<file path="src/rtl/pc_sysctl_pkg.sv">
package pc_sysctl_pkg;

  typedef enum logic [1:0] {
    RD_NONE     = 2'd0,
    RD_IDX_MASK = 2'd1,
    RD_IDX_FULL = 2'd2,
    RD_FAST     = 2'd3
  } rdSel_e;

  typedef struct packed {
    logic   wrIdx;
    logic   wrFast;
    logic   wrFerr;
    rdSel_e rdSel;
  } ctlStrobe_t;

endpackage

</file>
<file path="src/rtl/pc_sysctl_ctrl.sv">
module pc_sysctl_ctrl
  import pc_sysctl_pkg::*;
#(
  parameter int ADDR_W     = 8,
  parameter int INIT_CLKS  = 16,
  parameter logic [ADDR_W-1:0] PORT_IDX   = 8'h70,
  parameter logic [ADDR_W-1:0] PORT_ALIAS = 8'h74,
  parameter logic [ADDR_W-1:0] PORT_FAST  = 8'h92,
  parameter logic [ADDR_W-1:0] PORT_FERR  = 8'hF0
) (
  input  logic              clk,
  input  logic              rstN,
  input  logic [ADDR_W-1:0] ioAddr,
  input  logic              ioRd,
  input  logic              ioWr,
  input  logic              wdataLsb,
  input  logic              initBitQ,
  input  logic              altAccess,
  input  logic              ferrIn,
  input  logic              coprocErrEn,
  output ctlStrobe_t        strb,
  output logic              initOut,
  output logic              irq13Out,
  output logic              ignneOut
);

  localparam int CNT_W = $clog2(INIT_CLKS + 1);
  localparam logic [CNT_W-1:0] CNT_LOAD = CNT_W'(INIT_CLKS);

  logic hitIdx, hitAlias, hitFast, hitFerr;
  logic [CNT_W-1:0] initCnt;
  logic pulseBusy, startInit;
  logic irqQ, ignneQ;

  // address decode
  always_comb begin
    hitIdx   = (ioAddr == PORT_IDX);
    hitAlias = (ioAddr == PORT_ALIAS);
    hitFast  = (ioAddr == PORT_FAST);
    hitFerr  = (ioAddr == PORT_FERR);
  end

  always_comb begin
    strb.wrIdx  = ioWr && (hitIdx || hitAlias);
    strb.wrFast = ioWr && hitFast;
    strb.wrFerr = ioWr && hitFerr;
    strb.rdSel  = RD_NONE;
    if (ioRd) begin
      if (hitIdx)        strb.rdSel = altAccess ? RD_IDX_FULL : RD_IDX_MASK;
      else if (hitAlias) strb.rdSel = RD_IDX_FULL;
      else if (hitFast)  strb.rdSel = RD_FAST;
      else               strb.rdSel = RD_NONE;
    end
  end

  // INIT pulse sequencer
  assign pulseBusy = (initCnt != '0);
  assign startInit = strb.wrFast && wdataLsb && !initBitQ && !pulseBusy;

  always_ff @(posedge clk or negedge rstN) begin
    if (!rstN) begin
      initCnt <= '0;
    end else if (startInit) begin
      initCnt <= CNT_LOAD;
    end else if (pulseBusy) begin
      initCnt <= initCnt - 1'b1;
    end
  end

  assign initOut = pulseBusy;

  // floating-point error handshake
  always_ff @(posedge clk or negedge rstN) begin
    if (!rstN) begin
      irqQ   <= 1'b0;
      ignneQ <= 1'b0;
    end else begin
      irqQ   <= ferrIn && (irqQ || coprocErrEn);
      ignneQ <= ferrIn && (ignneQ || (strb.wrFerr && irqQ));
    end
  end

  assign irq13Out = irqQ;
  assign ignneOut = ignneQ;

  AST_INIT_FROM_WRITE: assert property (@(posedge clk) disable iff (!rstN)
    $rose(initOut) |-> $past(strb.wrFast && wdataLsb));
  AST_INIT_EDGE_ONLY: assert property (@(posedge clk) disable iff (!rstN)
    $rose(initOut) |-> $past(!initBitQ));
  AST_IRQ_NEEDS_FERR: assert property (@(posedge clk) disable iff (!rstN)
    $rose(irq13Out) |-> $past(ferrIn && coprocErrEn));
  AST_IGNNE_NEEDS_IRQ: assert property (@(posedge clk) disable iff (!rstN)
    $rose(ignneOut) |-> $past(irq13Out && strb.wrFerr));
  AST_FERR_CLEARS: assert property (@(posedge clk) disable iff (!rstN)
    !ferrIn |=> (!irq13Out && !ignneOut));

endmodule

</file>
<file path="src/rtl/pc_sysctl_dp.sv">
module pc_sysctl_dp
  import pc_sysctl_pkg::*;
#(
  parameter int DATA_W = 8
) (
  input  logic              clk,
  input  logic              rstN,
  input  ctlStrobe_t        strb,
  input  logic [DATA_W-1:0] ioWdata,
  input  logic              a20GateIn,
  output logic [DATA_W-1:0] ioRdata,
  output logic              nmiDisable,
  output logic [DATA_W-2:0] rtcIndex,
  output logic              a20Out,
  output logic              initBitQ
);

  localparam int IDX_W = DATA_W - 1;
  localparam int RSV_W = DATA_W - 2;

  logic nmiQ;
  logic [IDX_W-1:0] idxQ;
  logic a20Q, initQ;

  always_ff @(posedge clk or negedge rstN) begin
    if (!rstN) begin
      nmiQ <= 1'b1;
      idxQ <= '0;
    end else if (strb.wrIdx) begin
      nmiQ <= ioWdata[DATA_W-1];
      idxQ <= ioWdata[IDX_W-1:0];
    end
  end

  always_ff @(posedge clk or negedge rstN) begin
    if (!rstN) begin
      a20Q  <= 1'b0;
      initQ <= 1'b0;
    end else if (strb.wrFast) begin
      a20Q  <= ioWdata[1];
      initQ <= ioWdata[0];
    end
  end

  always_comb begin
    unique case (strb.rdSel)
      RD_IDX_MASK: ioRdata = {nmiQ, {IDX_W{1'b0}}};
      RD_IDX_FULL: ioRdata = {nmiQ, idxQ};
      RD_FAST:     ioRdata = {{RSV_W{1'b0}}, a20Q, initQ};
      default:     ioRdata = '0;
    endcase
  end

  assign nmiDisable = nmiQ;
  assign rtcIndex   = idxQ;
  assign a20Out     = a20Q | a20GateIn;
  assign initBitQ   = initQ;

  AST_IDX_HIDDEN: assert property (@(posedge clk) disable iff (!rstN)
    (strb.rdSel == RD_IDX_MASK) |-> (ioRdata[IDX_W-1:0] == '0));
  AST_RSVD_ZERO: assert property (@(posedge clk) disable iff (!rstN)
    (strb.rdSel == RD_FAST) |-> (ioRdata[DATA_W-1:2] == '0));
  AST_IDX_LOADS: assert property (@(posedge clk) disable iff (!rstN)
    strb.wrIdx |=> (rtcIndex == $past(ioWdata[IDX_W-1:0])));

endmodule

</file>
<file path="src/rtl/pc_sysctl_ports.sv">
module pc_sysctl_ports
  import pc_sysctl_pkg::*;
#(
  parameter int ADDR_W    = 8,
  parameter int DATA_W    = 8,
  parameter int INIT_CLKS = 16
) (
  input  logic              clk,
  input  logic              rstN,
  input  logic [ADDR_W-1:0] ioAddr,
  input  logic              ioRd,
  input  logic              ioWr,
  input  logic [DATA_W-1:0] ioWdata,
  output logic [DATA_W-1:0] ioRdata,
  input  logic              altAccess,
  output logic              nmiDisable,
  output logic [DATA_W-2:0] rtcIndex,
  input  logic              a20GateIn,
  output logic              a20Out,
  output logic              initOut,
  input  logic              ferrIn,
  input  logic              coprocErrEn,
  output logic              irq13Out,
  output logic              ignneOut
);

  ctlStrobe_t strb;
  logic initBitQ;

  pc_sysctl_ctrl #(
    .ADDR_W(ADDR_W), .INIT_CLKS(INIT_CLKS)
  ) u_ctrl (
    .clk(clk), .rstN(rstN), .ioAddr(ioAddr), .ioRd(ioRd), .ioWr(ioWr),
    .wdataLsb(ioWdata[0]), .initBitQ(initBitQ), .altAccess(altAccess),
    .ferrIn(ferrIn), .coprocErrEn(coprocErrEn), .strb(strb),
    .initOut(initOut), .irq13Out(irq13Out), .ignneOut(ignneOut)
  );

  pc_sysctl_dp #(
    .DATA_W(DATA_W)
  ) u_dp (
    .clk(clk), .rstN(rstN), .strb(strb), .ioWdata(ioWdata),
    .a20GateIn(a20GateIn), .ioRdata(ioRdata), .nmiDisable(nmiDisable),
    .rtcIndex(rtcIndex), .a20Out(a20Out), .initBitQ(initBitQ)
  );

  AST_IDLE_READ_ZERO: assert property (@(posedge clk) disable iff (!rstN)
    !ioRd |-> (ioRdata == '0));

endmodule

</file>
<file path="config.mk">
export PLATFORM = sky130hd
export DESIGN_NAME = pc_sysctl_ports
export DESIGN_NICKNAME = d
export VERILOG_FILES = /design/src/rtl/pc_sysctl_pkg.sv /design/src/rtl/pc_sysctl_ctrl.sv /design/src/rtl/pc_sysctl_dp.sv /design/src/rtl/pc_sysctl_ports.sv
export SDC_FILE = /design/constraint.sdc
export NUM_CORES = 1
export LEC_CHECK = 0
export BUFFER_PORTS_ARGS = -buffer_cell sky130_fd_sc_hd__buf_2
export CAP_MARGIN = 10
export CORE_MARGIN = 3
export CORE_UTILIZATION = 40
export CTS_CLUSTER_DIAMETER = 80
export DETAILED_ROUTE_END_ITERATION = 6
export PLACE_DENSITY = 0.73
export SLEW_MARGIN = 25
export SYNTH_ARGS = -nofsm -noshare
export SYNTH_HDL_FRONTEND = slang
export SYNTH_SLANG_ARGS = --single-unit
</file>
<file path="constraint.sdc">
create_clock -name clk -period 1.5 [get_ports clk]
set_input_delay 0.075 -clock clk [delete_from_list [all_inputs] [get_ports clk]]
set_output_delay 0.075 -clock clk [all_outputs]
set_load 0.1 [all_outputs]
</file>
* Word level (Yosys, flattened, before mapping)
Cells that the tools add are included.
** Word-level totals
- Output and inout port bits :: 20
- Bits in registers :: 17
- Word-level logic and storage cells :: 40
** Operators by class
- Reduce and logical (&&, ||, !) cells :: 16
- Bitwise operators :: 1
- $add $sub $neg :: 1
- Mux-type cells :: 8
- Equality and inequality tests :: 7
** Operators by type and width (number)
- $pmux W8 S3 :: 1
- $eq A8 B7 Y1 const B :: 2
- $eq A8 B8 Y1 const B :: 2
- $mux W2 :: 5
- $mux W5 :: 2
- $logic_and A1 B1 Y1 :: 9
- $reduce_bool A5 Y1 :: 1
- $sub A5 B1 Y5 const B :: 1
- $eq A2 B2 Y1 const B :: 2
- $logic_or A1 B1 Y1 :: 3
- $eq A2 B1 Y1 const B :: 1
- $logic_not A1 Y1 :: 2
- $reduce_bool A2 Y1 :: 1
- $or A1 B1 Y1 :: 1

* Longest topological paths before layout
Gate-level depths: netlist (run 1).
- Word-level depth :: 7
- Depth in mapped cells :: 6
- Mapped depth without buffers :: 6

* Cells and area by module
Synthesis (run 1) repeated with hierarchy kept, for this count alone.
** Unflattened totals
- Cells, all modules :: 83
- Area total of the unflattened synthesis :: 964.7 um2
** Modules (own cells, without submodules)
- pc_sysctl_dp :: area an instance 498.0 um2, cells an instance 34, sequential area each 251.5 um2, instances 1
- pc_sysctl_ctrl :: area an instance 466.7 um2, cells an instance 49, sequential area each 175.2 um2, instances 1

* Worst setup path after synthesis (run 1)
OpenSTA, ideal clock, no wires.
- Kind :: register to output
- Start :: register u_dp.idxQ[0], in the netlist u_dp.rtcIndex[0]
- End :: output ioRdata[0]
- Path slack :: -1.112 ns
- Data required time :: 1.425 ns
- Cell stages (with the launch flop) :: 3
- Buffers on the path :: 0
- Data arrival time :: 2.537 ns
- Cell sequence :: dfrtp_1 nand3b_1 a21oi_1
** Between the ends
- Cells in the longest elaborated chain, start to end :: 1
** Ends and longest elaborated chain
- start, declared :: line pc_sysctl_dp.sv:22 : logic [IDX_W-1:0] idxQ;
- start signal, assigned :: line pc_sysctl_dp.sv:31 : idxQ <= ioWdata[IDX_W-1:0];
- $pmux W8 S3 :: line pc_sysctl_dp.sv:46 : unique case (strb.rdSel)
- end, declared :: line pc_sysctl_ports.sv:14 : output logic [DATA_W-1:0] ioRdata,
Every way passes these cells.

* Worst setup path after layout (run 1)
- Start :: register u_ctrl.initCnt[0]
- End :: output initOut
** Between the ends
- Cells in the longest elaborated chain, start to end :: 1
** Ends and longest elaborated chain
- start, declared :: line pc_sysctl_ctrl.sv:31 : logic [CNT_W-1:0] initCnt;
- start signal, assigned :: line pc_sysctl_ctrl.sv:66 : initCnt <= initCnt - 1'b1;
- $reduce_bool A5 Y1 :: line pc_sysctl_ctrl.sv:57 : assign pulseBusy = (initCnt != '0);
- end, declared :: line pc_sysctl_ports.sv:20 : output logic initOut,
Every way passes these cells.

==> results of run 1 <==
==> sequential cells by signal (all words and copies together) (netlist names) <==
signal,cells
u_dp.rtcIndex,7
u_ctrl.irq13Out,1
u_ctrl.initCnt,5
u_dp.a20Q,1
u_ctrl.ignneOut,1
u_dp.initBitQ,1
u_dp.nmiDisable,1
==> per-layer routing <==
metal  vias up  GRT usage, %
met3         4          6.37
met5         -             0
li1        397             -
met4         0          8.94
met1       384          18.2
met2        22          31.0
==> power by group through the flow <==
stage | Sequential (mW) | Combinational (mW) | Clock, mW
after floorplan | 0.764 | 0.307 | 0
after global placement | 0.627 | 0.572 | 0
after detailed placement | 0.633 | 0.600 | 0
after CTS | 0.621 | 0.711 | 0.256
after global routing | 0.636 | 0.875 | 0.277
final | 0.627 | 0.817 | 0.247
==> worst max-delay path, stage by stage (launching register included) <==
cell and delay (ns):
dfrtp_1 0.41, inv_2 0.09, ha_4 0.13, nor4b_4 0.24, inv_2 0.09, buf_12 0.17
==> cell usage after synthesis <==
master	number
dfrtp_1	16
mux2_4	8
and2_1	6
inv_1	4
nand2_1	4
nor2_1	3
nor2b_1	3
a21o_1	2
a21oi_1	2
and4bb_2	2
mux2_2	2
nand3_1	2
nand3b_1	2
nor3b_2	2
a21boi_0	1
a31oi_1	1
and4_1	1
and4b_1	1
dfstp_2	1
ha_1	1
mux2i_1	1
nand2_4	1
nand3_2	1
nand4bb_1	1
nor3_1	1
nor4b_4	1
o21a_1	1
o21ai_0	1
o22ai_1	1
or2_2	1
or3_1	1
==> stage by stage <==
step,cells,setup WS [ns],hold WS [ns],utilization [%]
floorplan,75,-0.265,-0.221,-
global placement,147,0.127,0.0110,65.8
detailed placement,147,0.0359,0.0112,65.8
CTS,162,0.00162,0.00371,71.9
global route,168,-0.0808,0.00314,74.8
finish,168,-0.00194,0.0106,74.8
==> logic make-up after synthesis <==
kind of cell / count (synthesis) / synth area share (%)
adders and majority gates: 1 / 1.37
and+or+nand+nor: 33 / 27.4
DFF: 17 / 46.6
AOI/OAI and AO/OA: 9 / 6.29
buffers and inverters: 4 / 1.64
muxes: 11 / 16.7
==> worst max path at each step <==
stage | from | end | slack (ns) | depth (start not counted)
after floorplan | u_ctrl.initCnt[0] | u_ctrl.initCnt[0] | -0.26 | 6
after global placement | u_ctrl.initCnt[0] | u_ctrl.initCnt[0] | 0.13 | 6
after detailed placement | u_ctrl.initCnt[0] | u_ctrl.initCnt[0] | 0.04 | 6
after CTS | u_ctrl.initCnt[1] | initOut | 0.002 | 5
after global routing | u_ctrl.initCnt[0] | initOut | -0.08 | 5
final | u_ctrl.initCnt[0] | initOut | -0.002 | 5
==> final cells by class <==
| class | count | area [µm²] |
|---|---|---|
| fillers | 141 | 519 |
| multi-input cells | 54 | 517 |
| repair buffers | 62 | 513 |
| flip-flops and latches | 17 | 438 |
| well taps | 27 | 33.8 |
| clock buffers | 4 | 26.3 |
| inverters | 4 | 15.0 |
==> what timing repair did <==
action | in CTS | in global routing
resized for setup | 3 | 2
hold endpoints to repair | 21 | 2
hold buffers | 6 | 2
pin swaps | 1 | 1
setup endpoints to repair | 1 | 1
buffers inserted | 5 | 4
==> results by group, run 1 <==
Power and ir drop
  • Psw: 0.666 mW
  • Clk network pwr share: 14.6%
  • Total Power: around 1.7 mW
  • Gate power share: 48.3%
  • Int Pwr: approximately 1.0 mW
  • Leak: approximately 0.77 nW
  • Sw Share: 39.4%
  • Seq pwr share: 37.1%
  • Worst VDD drop: ~0.00087 V
  • Cell Pwr Density: around 1100 nW/µm²

Layout
  • Diode count: 0
  • Most common cell after layout, fill and taps aside: buf_2
  • Share of layout cells above drive strength 1: about 67%
  • Commonest non-fill, non-tap cells in the layout: buf_2 (34), buf_4 (11), buf_12 (9), dfrtp_1 (9)
  • Layout Area Growth over Synthesis: 68.7%
  • Finished Cell Area: between 1500 and 2000 µm²
  • Nets: between 150 and 200

Hold path
  • Min-Delay Path Class: primary input to flop
  • Hold Crit Endpoint: u_dp.rtcIndex[6]
  • Worst Hold Path Cells: 2
  • Hold Startpoint: ioWdata[6]

Yosys
  • Yosys top cell area share: about 44%
  • Netlist cell types: 31
  • Syn Std Cell Area: between 900 and 1000 µm²
  • Top post-synthesis cells by area: dfrtp_1 (44%), mux2_4 (13%), and2_1 (4.1%)
  • Yosys reg bits: 17
  • Syn Area/Cell: between 10 and 15 µm²
  • Syn Inst Count: 75
  • YS warnings: 0
  • Register area share after synthesis: between 40 and 50%
  • Leading area contributor after synthesis: dfrtp_1
  • Synth Net Count: 100

Setup path
  • Arrival @ worst endpoint: between 1 and 1.5 ns
  • Worst-path maximum fanout: 2
  • Setup CP Type: flop to primary output
  • CP endpoint kind: primary output
  • CP startpoint kind: flop
  • CP required: 1.42 ns
  • R2R depth: 7
  • Worst r2r src: u_ctrl.initCnt[0]
  • Reg2reg end: u_ctrl.initCnt[3]
  • Reg2Reg Setup Slack: about 0.060 ns

Global route
  • Vias in the first global route: a little under 800
  • Initial antenna violation count: 0
  • GRT Util Overall: about 18%
  • Largest net degree at the start of global routing: 18
  • Gr ovfl total: 0
  • Global-route wire length before repair: 3490 µm

Clock network
  • CTS max path bufs: 2
  • H-tree Lvls: 1
  • TritonCTS buffer count: 3
  • Clock slew at reported path FFs: around 0.090 ns
  • Clk Latency, worst-skew pair: 0.29 ns
  • CTS sink cnt: 17
  • CTS Root Cell: clkbuf_4
  • TritonCTS clock tree: done

STA
  • Fin crit share: 100%
  • Final Hold Violating Endpoints: 0
  • Max Freq: approximately 670 MHz
  • Minimum clock period: around 1.5 ns
  • Final setup viols: 1
  • Slew Viols, Final: 0
  • Worst slew pin tran: 0.489 ns
  • RSZ-0062 raised after global routing: true
  • Post-Route Skew: roughly 0.00058 ns
  • TNS Setup: -0.00194 ns
  • Max-slew headroom: between 60% and 70%
  • Min setup slack post-route: -0.00194 ns

Placed design
  • PortBufs: 43
  • Hpwl dp: approximately 1700 µm
  • RePlAce Congestion: between 0.7 and 0.8
  • Placement Cell Area: 1360 µm²

Routing
  • DRT iter0 DRCs: 8
  • Post-DR wirelength/cell: between 10 and 15 µm
  • DRC Markers: 0
  • Drt pass-1 iters: 4
  • Post-DRT Antenna Nets: 0
  • DR top layer: met4
  • Final wirelength: 2280 µm
  • Met3 routed WL: 118 µm
  • Met2 routed WL: 1250 µm
  • Average via count per standard cell: between 4 and 5
  • Vias after detailed routing: about 810
  • DRT met1 WL: between 800 and 900 µm

Floorplanning
  • Num rows: 16
  • Vert. Die Dim: between 50 and 60 µm
  • I/O pins: 44
  • Die width: between 50 and 60 µm
  • Die Area: around 2900 µm²
  • Core footprint: ~2100 µm²
  • Initial Utilization: between 40% and 50%

Outcome
  • Outcome: finished, violations left
  • Violated checks: setup timing

Job
  • Max-cap viol count: 0
Power figures use the tool's default switching activity.
==> run 2, diff against run 1 <==
CORE_ASPECT_RATIO = 1.1   (was unset)
==> results by group, run 2 (synthesis results as in run 1) <==
Setup path
  • CP required: 1.42 ns (about the same)
  • Setup CP Type: flop to primary output
  • Worst-path maximum fanout: 4 (+2)
  • CP dominant cell by count: inv_2
  • Arrival @ worst endpoint: 1.44 ns (about the same)
  • Slowest cell on the critical path: dfrtp_1
  • CP startpoint kind: flop
  • CP endpoint kind: primary output
  • Worst stage delay on the critical path: 0.41 ns (about the same)
  • Crit-path cells: inv_2 -> ha_4 -> nor4b_4 -> inv_2 -> buf_12

Outcome
  • Outcome: finished, violations left
  • Violated checks: setup timing

Routing
  • Vias after detailed routing: 793 (-1.7%)
  • Average via count per standard cell: 4.96 (+3.2%)
  • DRT iter0 DRCs: 2 (-6)
  • DRC Markers: 0 (unchanged)
  • Drt pass-1 iters: 4 (unchanged)
  • Post-DR wirelength/cell: 13.8 µm (+1.3%)
  • Post-DRT Antenna Nets: 0 (unchanged)
  • Final wirelength: 2200 µm (-3.5%)

Placed design
  • Pre-CTS WS: 0.0113 ns (-0.0246 ns)
  • Dpl cells: 148 (+0.68%)
  • Placement Cell Area: 1360 µm² (about the same)
  • Hpwl dp: 1730 µm (+2.6%)
  • PortBufs: 43 (unchanged)
  • RePlAce Congestion: 0.722 (-1.8%)

Power and ir drop
  • Int Pwr: 0.961 mW (-6.2%)
  • Sw Share: 40.1% (+0.70 points)
  • Cell Pwr Density: 1100 nW/µm² (about the same)
  • Gate power share: 46.1% (-2.2 points)
  • Total Power: 1.60 mW (-5.1%)
  • Leak: 0.728 nW (-5.4%)
  • Psw: 0.643 mW (-3.4%)
  • Worst VDD drop: 0.000809 V (-7.0%)
  • Seq pwr share: 39.1% (+2.0 points)
  • Clk network pwr share: 14.8% (+0.2 points)

Global route
  • Initial antenna violation count: 0 (unchanged)
  • GRT Util Overall: 18.0% (+0.36 points)
  • Global-route wire length before repair: 3930 µm (+12%)
  • Gr ovfl total: 0 (unchanged)
  • Vias in the first global route: 860 (+9.8%)
  • Largest net degree at the start of global routing: 18 (unchanged)

Layout
  • Layout Utilization: 70.2% (-4.6 points)
  • Most common cell after layout, fill and taps aside: buf_2
  • Diode count: 0 (unchanged)
  • Nets: 158 (-5.4%)
  • Finished Cell Area: 1460 µm² (-5.1%)
  • Layout Area Growth over Synthesis: 60.1%
  • Max reg flops: 7 (unchanged)
  • Share of layout cells above drive strength 1: 68.9% (+1.6 points)
  • Finished Layout Cells: 160 (-4.8%)
  • Commonest non-fill, non-tap cells in the layout: buf_2 (34), buf_12 (9), dfrtp_1 (9)

STA
  • Fin crit share: 101% (+0.78 points)
  • Post-Route Skew: 0.00553 ns (+0.00495 ns)
  • TNS Setup: -0.0136 ns (-0.0117 ns)
  • Min setup slack post-route: -0.0136 ns (-0.0117 ns)
  • Final setup viols: 1 (unchanged)
  • Max Freq: 661 MHz (-0.77%)
  • Max-slew headroom: 67.5% (-0.14 points)
  • Hold Slack: 0.0118 ns (+0.00121 ns)
  • RSZ-0062 raised after global routing: true
  • Minimum clock period: 1.51 ns (+0.0117 ns)
  • Worst slew pin tran: 0.491 ns (+0.00213 ns)
  • Final Hold Violating Endpoints: 0 (unchanged)
  • Slew Viols, Final: 0 (unchanged)

Floorplanning
  • Num rows: 17 (+1)
  • Vert. Die Dim: 56.2 µm (+4.3%)
  • Initial Utilization: 43.9% (-0.48 points)
  • Core footprint: 2080 µm² (+1.1%)
  • Die Area: 2900 µm² (about the same)
  • I/O pins: 44 (unchanged)
  • Die width: 51.6 µm (-4.1%)

Clock network
  • Clk Latency, worst-skew pair: 0.28 ns (about the same)
  • CTS Root Cell: clkbuf_4
  • TritonCTS clock tree: done
  • H-tree Lvls: 1 (unchanged)
  • TritonCTS buffer count: 3 (unchanged)
  • Clock slew at reported path FFs: 0.10 ns (about the same)
  • CTS sink cnt: 17 (unchanged)
  • CTS max path bufs: 2 (unchanged)

Hold path
  • Min-Delay Path Class: primary input to flop

Job
  • Max-cap viol count: 0 (unchanged)
## run 2: worst max-delay path: cells and delay by family (launching register included)
family / cells / cell delay (ns)
adder cells (fa/ha/maj): 1 / 0.14
buffers and inverters: 3 / 0.36
flip-flops: 1 / 0.41
AND/OR/NAND/NOR: 1 / 0.24
## run 2: routing by layer
metal / vias up / wire length (µm) / track usage (%)
met4: 0 / 15 / 7.87
li1: 381 / - / -
met1: 387 / 939 / 22.5
met5: - / 0 / 0
met2: 23 / 1120 / 29.5
met3: 2 / 125 / 3.49
## run 2: repair_timing
action	in CTS	in global routing
buffers inserted	3	2
endpoints found under the setup margin	3	1
resized for setup	5	0
cloned	0	0
endpoints found under the hold margin	17	0
hold buffers	3	0
pin swaps	1	0
## run 2: worst paths after layout
kind                                   start                 to  slack, ns  cells after the start
max                        u_ctrl.initCnt[0]            initOut      -0.01                      5
min                               ioWdata[2]   u_dp.rtcIndex[2]       0.01                      2
max reg2reg                u_ctrl.initCnt[0]  u_ctrl.initCnt[3]       0.13                      6
min reg2reg                 u_dp.rtcIndex[4]   u_dp.rtcIndex[4]       0.53                      1
max in group asynchronous               rstN    u_dp.nmiDisable       0.96                      2
min in group asynchronous               rstN   u_dp.rtcIndex[2]       0.22                      2
## run 2: power by group through the flow
stage                     clock, mW  combinational, mW  sequential [mW]
after global placement            0              0.574            0.628
after CTS                     0.250              0.702            0.626
final                         0.237              0.740            0.628
after detailed placement          0              0.597            0.638
after floorplan                   0              0.307            0.764
after global routing          0.268              0.808            0.637
## run 2: cell type report
cell class	count	area (µm²)
flip-flops and latches	17	438
multi-input cells	54	517
clock buffers	4	26.3
repair buffers	53	433
fillers	181	621
well taps	28	35.0
inverters	4	15.0
==> run 3, diff against run 2 <==
MAX_ROUTING_LAYER = met4   (was unset)
==> results by group, run 3 (synthesis results as in run 1) <==
Setup path
  • Reg2Reg Setup Slack: 0.13 ns (about the same)
  • Worst r2r src: u_ctrl.initCnt[0]
  • CP endpoint kind: primary output
  • Crit-path cells: inv_2 -> ha_4 -> nor4b_4 -> inv_2 -> buf_12
  • R2R depth: 6 (unchanged)
  • Slowest cell on the critical path: dfrtp_1
  • CP required: 1.42 ns (about the same)
  • Reg2reg end: u_ctrl.initCnt[3]
  • CP startpoint kind: flop
  • Arrival @ worst endpoint: 1.44 ns (about the same)
  • CP Buf/Inv Count: 3 (unchanged)
  • CP top delay family: flip-flops
  • Worst-path maximum fanout: 4 (unchanged)
  • CP dominant cell by count: inv_2
  • Worst stage delay on the critical path: 0.41 ns (about the same)
  • Setup CP Type: flop to primary output

Routing
  • Post-DR wirelength/cell: 13.8 µm (about the same)
  • Drt pass-1 iters: 4 (unchanged)
  • Vias after detailed routing: 788 (-0.63%)
  • DRT iter0 DRCs: 2 (unchanged)
  • Post-DRT Antenna Nets: 0 (unchanged)
  • Final wirelength: 2200 µm (about the same)
  • DRC Markers: 0 (unchanged)
  • Average via count per standard cell: 4.93 (-0.63%)

Placed design
  • PortBufs: 43 (unchanged)
  • Pre-CTS WS: 0.0113 ns (unchanged)
  • Dpl cells: 148 (unchanged)
  • RePlAce Congestion: 0.731 (+1.2%)
  • Hpwl dp: 1730 µm (unchanged)

Global route
  • Gr ovfl total: 0 (unchanged)
  • Largest net degree at the start of global routing: 18 (unchanged)
  • GRT Util Overall: 18.5% (+0.54 points)
  • Vias in the first global route: 855 (-0.58%)
  • Initial antenna violation count: 0 (unchanged)
  • Global-route wire length before repair: 3950 µm (+0.51%)

Floorplanning
  • I/O pins: 44 (unchanged)
  • Die Area: 2900 µm² (unchanged)
  • Initial Utilization: 43.9% (unchanged)
  • Core footprint: 2080 µm² (unchanged)
  • Die width: 51.6 µm (unchanged)
  • Vert. Die Dim: 56.2 µm (unchanged)
  • Num rows: 17 (unchanged)

Power and ir drop
  • Cell Pwr Density: 1100 nW/µm² (about the same)
  • Total Power: 1.60 mW (about the same)
  • Worst VDD drop: 0.000809 V (about the same)
  • Leak: 0.728 nW (unchanged)

STA
  • Max-slew headroom: 67.4% (-0.082 points)
  • TNS Setup: -0.0128 ns (+0.000859 ns)
  • Post-Route Skew: 0.00520 ns (-0.000323 ns)
  • Slew Viols, Final: 0 (unchanged)
  • Minimum clock period: 1.51 ns (-0.000860 ns)
  • RSZ-0062 raised after global routing: true
  • Final setup viols: 1 (unchanged)
  • Final Hold Violating Endpoints: 0 (unchanged)
  • Min setup slack post-route: -0.0128 ns (+0.000859 ns)
  • Max Freq: 661 MHz (about the same)
  • Fin crit share: 101% (about the same)
  • Worst slew pin tran: 0.492 ns (+0.00123 ns)

Clock network
  • Clock slew at reported path FFs: 0.09 ns (about the same)
  • H-tree Lvls: 1 (unchanged)
  • TritonCTS clock tree: done
  • CTS Root Cell: clkbuf_4
  • TritonCTS buffer count: 3 (unchanged)
  • Clk Latency, worst-skew pair: 0.28 ns (about the same)
  • CTS max path bufs: 2 (unchanged)
  • CTS sink cnt: 17 (unchanged)

Layout
  • Area of the multi-input gates: 517 µm² (unchanged)
  • Layout Area Growth over Synthesis: 60.1% (unchanged)
  • Share of layout cells above drive strength 1: 68.9% (unchanged)
  • Layout Utilization: 70.2% (unchanged)
  • Nets: 158 (unchanged)
  • Diode count: 0 (unchanged)
  • Max reg flops: 7 (unchanged)
  • Most common cell after layout, fill and taps aside: buf_2
  • Total area of sequential cells: 438 µm² (unchanged)
  • Finished Layout Cells: 160 (unchanged)
  • Fillers: 181 (unchanged)
  • Commonest non-fill, non-tap cells in the layout: buf_2 (34), buf_12 (9), dfrtp_1 (9)

Hold path
  • Min-Delay Path Class: primary input to flop
  • Hold Startpoint: ioWdata[2]
  • Worst Hold Path Cells: 2 (unchanged)
  • Hold Crit Endpoint: u_dp.rtcIndex[2]

Outcome
  • Violated checks: setup timing
  • Outcome: finished, violations left

Job
  • Max-cap viol count: 0 (unchanged)
[run 3: cell counts in the layout (fill, tap and decap cells not counted)]
No cell type changed its count.
[run 3: worst max-delay path by stage]
stage                           start           endpoint  slack (ns)  cells past startpoint
finish              u_ctrl.initCnt[0]            initOut       -0.01                      5
global route        u_ctrl.initCnt[0]            initOut       -0.08                      5
CTS                 u_ctrl.initCnt[0]            initOut       0.005                      5
detailed placement  u_ctrl.initCnt[0]  u_ctrl.initCnt[0]        0.01                      6
global placement    u_ctrl.initCnt[0]  u_ctrl.initCnt[0]        0.13                      6
floorplan           u_ctrl.initCnt[0]  u_ctrl.initCnt[0]       -0.26                      6
[run 3: final cells by class]
class / instances / share of cell area, %
Clock buffer: 4 / 1.79
Inverter: 4 / 1.03
Tap cell: 28 / 2.39
Multi-Input combinational cell: 54 / 35.3
Sequential cell: 17 / 29.9
Timing Repair Buffer: 53 / 29.6
[run 3: stage by stage]
stage	hold WS, ns	area [µm²]
floorplan	-0.221	957
global placement	0.0196	1360
global route	0.00528	1460
detailed placement	0.0198	1360
finish	0.0122	1460
CTS	0.00338	1450
[run 3: timing repair]
action / 4_1_cts / 5_1_grt
buffers inserted: 3 / 2
setup endpoints to repair: 3 / 1
hold buffers: 3 / 0
hold endpoints to repair: 17 / 0
resized for setup: 5 / 0
pin swaps: 1 / 0
[run 3: report_power, final]
group,total (mW),switching [mW],internal (mW)
clock network,0.237,0.134,0.103
registers,0.627,0.0827,0.545
logic,0.740,0.427,0.314
total,1.60,0.643,0.961
[run 3: per-layer routing]
metal  routed length, µm  GRT usage [%]  share of wire (%)  up-vias
li1                    -              -                  -      380
met1                 947           23.0                 43      383
met2                1110           29.3                 51       23
met3                 124           3.22                5.6        2
met4                  15           7.87               0.68        0
met5                   0              -                  0        -
